<file path="src/rtl/sba_pkg.sv">
package sba_pkg;

    typedef enum logic [2:0] {
        POL_SERIAL   = 3'd0,
        POL_PARALLEL = 3'd1,
        POL_ROTATE   = 3'd2,
        POL_SLICE    = 3'd3,
        POL_LRU      = 3'd4
    } sba_policy_e;

    // Unused codes fall back to the serial fixed order.
    function automatic sba_policy_e decode_policy(input logic [2:0] code);
        case (code)
            3'd1:    return POL_PARALLEL;
            3'd2:    return POL_ROTATE;
            3'd3:    return POL_SLICE;
            3'd4:    return POL_LRU;
            default: return POL_SERIAL;
        endcase
    endfunction

    // Conditions seen while an owner holds the bus.
    typedef struct packed {
        logic owner_req;
        logic contend;
        logic expired;
    } hold_ctx_t;

endpackage

</file>
<file path="src/rtl/sba_fixed_pick.sv">
module sba_fixed_pick #(
    parameter int NUM_REQ = 4,
    parameter bit CHAIN   = 1'b1
) (
    input  logic [NUM_REQ-1:0] req,
    output logic [NUM_REQ-1:0] pick
);
    localparam logic [NUM_REQ-1:0] ONE = NUM_REQ'(1);

    generate
        if (CHAIN) begin : g_chain
            // Each stage passes an inhibit to the stages above it.
            logic [NUM_REQ-1:0] blocked;
            assign blocked[0] = 1'b0;
            for (genvar i = 0; i < NUM_REQ; i++) begin : g_stage
                assign pick[i] = req[i] & ~blocked[i];
                if (i + 1 < NUM_REQ) begin : g_link
                    assign blocked[i+1] = blocked[i] | req[i];
                end
            end
        end else begin : g_flat
            // Isolate the lowest set bit in one level.
            assign pick = req & (~req + ONE);
        end
    endgenerate
endmodule

</file>
<file path="src/rtl/sba_rot_pick.sv">
module sba_rot_pick #(
    parameter int NUM_REQ = 4
) (
    input  logic [NUM_REQ-1:0] req,
    input  logic [NUM_REQ-1:0] ptr_oh,
    output logic [NUM_REQ-1:0] pick
);
    localparam logic [NUM_REQ-1:0] ONE = NUM_REQ'(1);

    logic [NUM_REQ-1:0] upper_mask;
    logic [NUM_REQ-1:0] upper_req;
    logic [NUM_REQ-1:0] src;

    always_comb begin
        upper_mask = ~(ptr_oh - ONE);
        upper_req  = req & upper_mask;
        src        = (upper_req != '0) ? upper_req : req;
        pick       = src & (~src + ONE);
    end
endmodule

</file>
<file path="src/rtl/sba_lru.sv">
module sba_lru #(
    parameter int NUM_REQ = 4
) (
    input  logic               clk,
    input  logic               rst,
    input  logic [NUM_REQ-1:0] req,
    input  logic [NUM_REQ-1:0] upd_oh,
    output logic [NUM_REQ-1:0] pick
);
    localparam int RW = (NUM_REQ > 1) ? $clog2(NUM_REQ) : 1;

    // Rank 0 = granted longest ago, NUM_REQ-1 = granted last.
    logic [RW-1:0] rank_q [NUM_REQ];
    logic [RW-1:0] upd_rank;

    always_comb begin
        upd_rank = '0;
        for (int i = 0; i < NUM_REQ; i++) begin
            upd_rank = upd_rank | (rank_q[i] & {RW{upd_oh[i]}});
        end
    end

    always_ff @(posedge clk) begin
        if (rst) begin
            for (int i = 0; i < NUM_REQ; i++) begin
                rank_q[i] <= RW'(i);
            end
        end else if (upd_oh != '0) begin
            for (int i = 0; i < NUM_REQ; i++) begin
                if (upd_oh[i]) begin
                    rank_q[i] <= RW'(NUM_REQ - 1);
                end else if (rank_q[i] > upd_rank) begin
                    rank_q[i] <= rank_q[i] - 1'b1;
                end
            end
        end
    end

    always_comb begin
        for (int i = 0; i < NUM_REQ; i++) begin
            pick[i] = req[i];
            for (int j = 0; j < NUM_REQ; j++) begin
                if (j != i && req[j] && (rank_q[j] < rank_q[i])) begin
                    pick[i] = 1'b0;
                end
            end
        end
    end
endmodule

</file>
<file path="src/rtl/sba_slice_timer.sv">
module sba_slice_timer #(
    parameter int SLICE_LEN = 4
) (
    input  logic clk,
    input  logic rst,
    input  logic start,
    input  logic run,
    output logic expired
);
    localparam int CW = (SLICE_LEN > 1) ? $clog2(SLICE_LEN) : 1;
    localparam logic [CW-1:0] LAST = CW'(SLICE_LEN - 1);

    logic [CW-1:0] cnt_q;

    assign expired = (cnt_q == LAST);

    always_ff @(posedge clk) begin
        if (rst) begin
            cnt_q <= '0;
        end else if (start) begin
            cnt_q <= '0;
        end else if (run && !expired) begin
            cnt_q <= cnt_q + 1'b1;
        end
    end
endmodule

</file>
<file path="src/rtl/sysbus_arbiter.sv">
module sysbus_arbiter
    import sba_pkg::*;
#(
    parameter int NUM_REQ   = 4,
    parameter int SLICE_LEN = 4
) (
    input  logic               clk,
    input  logic               rst,
    input  logic [NUM_REQ-1:0] req_i,
    input  logic [2:0]         policy_i,
    output logic [NUM_REQ-1:0] gnt_o,
    output logic               busy_o
);
    localparam logic [NUM_REQ-1:0] NONE     = '0;
    localparam logic [NUM_REQ-1:0] PTR_INIT = NUM_REQ'(1);

    sba_policy_e        pol;
    logic [NUM_REQ-1:0] gnt_q, gnt_d;
    logic [NUM_REQ-1:0] ptr_oh;
    logic [NUM_REQ-1:0] pick_ser, pick_par, pick_rot, pick_lru;
    logic [NUM_REQ-1:0] cand, issue_oh;
    logic               bus_idle;
    logic               slice_expired;
    hold_ctx_t          ctx;

    assign pol = decode_policy(policy_i);

    sba_fixed_pick #(.NUM_REQ(NUM_REQ), .CHAIN(1'b1)) u_ser (
        .req (req_i),
        .pick(pick_ser)
    );

    sba_fixed_pick #(.NUM_REQ(NUM_REQ), .CHAIN(1'b0)) u_par (
        .req (req_i),
        .pick(pick_par)
    );

    sba_rot_pick #(.NUM_REQ(NUM_REQ)) u_rot (
        .req   (req_i),
        .ptr_oh(ptr_oh),
        .pick  (pick_rot)
    );

    sba_lru #(.NUM_REQ(NUM_REQ)) u_lru (
        .clk   (clk),
        .rst   (rst),
        .req   (req_i),
        .upd_oh(issue_oh),
        .pick  (pick_lru)
    );

    sba_slice_timer #(.SLICE_LEN(SLICE_LEN)) u_slice (
        .clk    (clk),
        .rst    (rst),
        .start  (issue_oh != NONE),
        .run    (!bus_idle),
        .expired(slice_expired)
    );

    always_comb begin
        case (pol)
            POL_PARALLEL:        cand = pick_par;
            POL_ROTATE,
            POL_SLICE:           cand = pick_rot;
            POL_LRU:             cand = pick_lru;
            default:             cand = pick_ser;
        endcase
    end

    assign bus_idle = (gnt_q == NONE);
    assign issue_oh = bus_idle ? cand : NONE;

    always_comb begin
        ctx.owner_req = |(req_i & gnt_q);
        ctx.contend   = |(req_i & ~gnt_q);
        ctx.expired   = slice_expired;
    end

    always_comb begin
        if (bus_idle) begin
            gnt_d = cand;
        end else if (!ctx.owner_req) begin
            gnt_d = NONE;
        end else if (pol == POL_SLICE && ctx.expired && ctx.contend) begin
            gnt_d = NONE;
        end else begin
            gnt_d = gnt_q;
        end
    end

    always_ff @(posedge clk) begin
        if (rst) begin
            gnt_q  <= NONE;
            ptr_oh <= PTR_INIT;
        end else begin
            gnt_q <= gnt_d;
            if (issue_oh != NONE) begin
                ptr_oh <= {issue_oh[NUM_REQ-2:0], issue_oh[NUM_REQ-1]};
            end
        end
    end

    assign gnt_o  = gnt_q;
    assign busy_o = !bus_idle;
endmodule

</file>
<file path="config.mk">
export PLATFORM = sky130hd
export DESIGN_NAME = sysbus_arbiter
export DESIGN_NICKNAME = d
export VERILOG_FILES = /design/src/rtl/sba_pkg.sv /design/src/rtl/sba_fixed_pick.sv /design/src/rtl/sba_rot_pick.sv /design/src/rtl/sba_lru.sv /design/src/rtl/sba_slice_timer.sv /design/src/rtl/sysbus_arbiter.sv
export SDC_FILE = /design/constraint.sdc
export NUM_CORES = 1
export LEC_CHECK = 0
export ABC_AREA = 1
export BUFFER_PORTS_ARGS = -buffer_cell sky130_fd_sc_hd__buf_2
export CORE_MARGIN = 2
export CORE_UTILIZATION = 40
export DETAILED_ROUTE_END_ITERATION = 10
export RECOVER_POWER = 50
export REMOVE_ABC_BUFFERS = 1
export SLEW_MARGIN = 20
export SYNTH_ARGS = -nofsm -noshare
export SYNTH_HDL_FRONTEND = slang
export SYNTH_HIERARCHICAL = 1
export SYNTH_SLANG_ARGS = --single-unit
</file>
<file path="constraint.sdc">
create_clock -name clk -period 3.65 [get_ports clk]
set_input_delay 0.73 -clock clk [delete_from_list [all_inputs] [get_ports clk]]
set_output_delay 0.73 -clock clk [all_outputs]
set_load 0.01 [all_outputs]
</file>
Yosys cells after proc, flatten, opt, wreduce, memory -nomap -nowiden. Memories as Yosys holds them, arrays and structs flattened. Index checks and enable logic that the tools add are counted.

Output and inout bits: 5. Bits in read-only memories: 0. Memories kept: 1. Register bits: 10. Latch bits: 0. RAM bits: 8.

Shifts and indexed selects: 0. Reduce and logical (&&, ||, !) cells: 24. Multiply operators: 0. Div/mod/pow operators: 0. $lt $le $gt $ge: 16. Bitwise gates (word level): 32. Multiplexer cells: 65. Equal/unequal tests: 10. Add/sub/neg operators: 8.

Memory list: u_lru.rank_q (depth 4, width 2, rd ports 4, clocked after memory_dff 0, wr ports 4, RTL line sba_lru.sv:13) `logic [RW-1:0] rank_q [NUM_REQ];`.

Operator list (number): two-way mux 1 bit (50); less-than comparator 2 bit (12); bitwise AND 4 bit (5); two-way mux 4 bit (5); two-way mux 2 bit (8); inverter 4 bit (4); logical AND 1 bit (15); equality test 3 x 2 -> 1 bit, second input constant (4); one-hot mux 3 bit (4 select lines) (1); one-hot mux 4 bit (3 select lines) (1); bitwise OR 1 bit (10); adder 4 x 1 -> 4 bit, second input constant (2); bitwise AND 2 bit (4); > comparator 2 bit (4); nonzero test 4 bit (2); OR reduction 4 bit (2); subtractor 2 x 1 -> 2 bit, second input constant (4); equality test 3 x 1 -> 1 bit, second input constant (2); equality test 3 bit, second input constant (2); bitwise OR 2 bit (3); logical NOT 4 bit (1); OR reduction 2 bit (2); subtractor 4 x 1 -> 4 bit, second input constant (1); bitwise AND 1 bit (3); other kinds (5) (8).

Longest topological paths before layout.
Depth in word-level cells: 21. Mapped depth: 29. Gate-level depth less buffers: 29.

Cells and area by module. The synthesis kept the hierarchy.

Modules (own cells, without submodules): sba_lru (area an instance 1072.3 µm², cells an instance 150, times used 1); sysbus_arbiter (area an instance 558.0 µm², cells an instance 91, times used 1); sba_rot_pick (area an instance 176.4 µm², cells an instance 36, times used 1); sba_slice_timer (area an instance 106.4 µm², cells an instance 16, times used 1); sba_fixed_pick (area an instance 37.5 µm², cells an instance 9, times used 2).

Worst setup path before layout. Ideal clock, no wire load.

Kind: input to register. From: input port req_i[1]. To: memory u_lru/rank_q[1][0] (netlist bit) (enable). Setup time: 0.300 ns. Stages: 25. Arrival: 2.630 ns. Slack: 0.720 ns. Path through: nand2_1 -> nand2_1 -> inv_1 -> nand2_2 -> inv_2 -> nand2_2 -> nand2_1 -> nand2_2 -> inv_1 -> nor2_1 -> nand2_1 -> nand2_1 -> nor2_1 -> nand2_1 -> nand2_2 -> inv_1 -> inv_1 -> o211ai_1 -> a21oi_1 -> ha_1 -> nand2_1 -> nand3_1 -> inv_1 -> nand3_2 -> nand3_1.

RTL lines: from (decl) (RTL line sysbus_arbiter.sv:9) `input logic [NUM_REQ-1:0] req_i,`; to (decl) (RTL line sba_lru.sv:13).

==> metrics.txt <==
Crit Path Max Fanout 4; Setup TNS Final 0 ps; Die Height around 75 µm; root buf cell clkbuf_8; Yosys top cell area share 0.138; R2R depth 29; post-layout util 0.466; dominant synthesized flop cell dfxtp_1; CTS tree done; Peak VDD IR 349 µV; Crit Path Class flop to flop; Layout Nets 365; Slew Viols, Final 0; crit share post-route 0.903; total track usage 0.177; min-delay worst type flop to flop; Power per Cell Area 592 nW/µm²; initial antenna violation count 0; sequential fraction of the synthesis area 0.222; Ports 14; total gr overflow 0; status finished clean; Clk Latency, worst-skew pair about 260 ps; final non-filler cell total 400; Slew HR 0.699; first-pass GRT wire length approximately 7500 µm; RSZ-0062 raised after global routing no; synth top area cells ha_1, nand2_1, edfxtp_1; Reg clk slew, reported paths 70 ps; gpl congestion 0.856; H-tree depth 1; max cap viols 0; Avg WL per Cell 11.3 µm; DRT Pass-1 Iters 4; Synth Cell Area around 2000 µm²; most common cell after layout, fill and taps aside nand2_1; Setup violations, final 0; Final Hold Fails 0; CP max-delay cell dfxtp_1; Yosys cell types 30; min Tclk post-route around 3300 ps; post-placement cell count 393; Iter 0 DRT Violations 74; GR peak layer met2; Routed WL 4530 µm; row count 25; number of global-route vias before repair 1,717; crit path DAT 3320 ps; Synth area leader ha_1; Post-CTS Hold Fix Bufs 0; n_diodes 0; largest net degree at the start of global routing 13; layout cells sized above 1 0.141; Num CTS Buffers 3; die footprint 5550 µm²; #FFs+latches synth 18; synthesized netlist cell count between 300 and 400; Initial Util 0.418; Antenna Nets Post-Route 0; PortBufs 13; R2R Setup Slk about 350 ps; core outline area 4750 µm²; Area Growth Syn to Fin 11.4%; Post-Syn Area per Cell 6.39 µm²; Layout Skew 2.27 ps; number of enable flip-flop cells after synthesis 8; max frequency 303 MHz; Req. time, crit path 3670 ps; met1 global-route usage 0.243; actual slew at the worst max-slew pin ~450 ps; fraction of registers with async set/reset 0; Lkg Pwr between 1 and 1.5 nW; placed wire-length estimate 3600 µm; clock buffer depth 2; Sink Count 18; Synth warnings 6; CP peak stage delay 390 ps; Vias/cell 4.72; via count 1,888; Crit path top cell by count nand2_1; CP endpoint kind flop; WHS Path Cells 2; met2 usage 0.283; # DRC 0; DIE WIDTH around 75 µm; crit start category flop; GR Util met3 0.0257; most frequent cells in the layout nand2_1, inv_1, nand3_1
==> metrics by stage <==
step                      instance area (µm²)  power (mW)  hold WS [ps]  worst slack [ps]
after detailed placement                 2150        1.13           483               325
after global placement                   2150        1.12           473               273
after CTS                                2210        1.30           494               337
after floorplan                          1960       0.939           446               719
after global routing                     2210        1.47           532              24.6
final                                    2210        1.31           493               353
==> Yosys cell counts (2+ instances only) <==
library cell	number
nand2_1	73
nand3_2	4
o22ai_1	2
dfxtp_1	10
ha_1	22
nand2_2	10
nand3_1	33
o21ai_1	2
edfxtp_1	8
inv_1	60
inv_2	7
xor2_1	3
a21oi_1	10
o21ai_0	6
nand4_1	8
o21bai_1	6
nor2_1	30
nor2_2	4
buf_4	2
==> routing by layer <==
layer	part of all wire	wire length [µm]	vias up
met5	0	0	-
met4	0.017	76	0
met3	0.023	103	6
met2	0.43	1960	25
met1	0.53	2390	826
li1	-	-	1031
==> registers in the layout, indices dropped and copies added (netlist names) <==
signal         cells
u_slice/cnt_q      2
ptr_oh             4
u_lru/rank_q       8
gnt_o              4
==> worst max-delay path, delay by kind of cell, from the launching register on <==
family,cells,cell delay [ps]
AO/OA/AOI/OAI,1,180
AND/OR/NAND/NOR,19,1250
buffers and inverters,7,580
flip-flops,1,390
adder cells (fa/ha/maj),2,660
==> final cells by class <==
class	count	area (µm²)
well taps	67	83.8
inverters	68	255
multi-input cells	221	1260
fillers	533	2540
clock buffers	4	55.1
flip-flops and latches	18	440
repair buffers	22	124
==> repair_timing <==
item	4_1_cts	5_1_grt
gates resized for setup	0	1
setup endpoints to repair	0	8
buffers inserted	0	3
hold endpoints to repair	0	0
==> cells by family after synthesis <==
kind of cell             synth area share
AND/OR/NAND/NOR                     0.395
buffers and inverters               0.143
AO/OA/AOI/OAI                      0.0881
adder cells (fa/ha/maj)             0.138
flip-flops                          0.222
XOR/XNOR                           0.0132
==> final timing paths <==
| path | from | endpoint |
|---|---|---|
| worst min register to register | u_slice/cnt_q[1]$_SDFFE_PP0P_ | u_slice/cnt_q[1]$_SDFFE_PP0P_ |
| worst min-delay path | u_slice/cnt_q[1]$_SDFFE_PP0P_ | u_slice/cnt_q[1]$_SDFFE_PP0P_ |
| worst max-delay path | ptr_oh[0]$_SDFFE_PP1P_ | u_lru/rank_q[0][0]$_SDFFCE_PN0P_ |
| worst max register to register | ptr_oh[0]$_SDFFE_PP1P_ | u_lru/rank_q[0][0]$_SDFFCE_PN0P_ |
==> where the power goes <==
group	switching, mW	total, mW	internal, mW
clock network	0.0720	0.168	0.0961
logic	0.475	0.791	0.316
registers	0.0763	0.352	0.275
total	0.623	1.31	0.687
(Power assumes the default switching activity.)
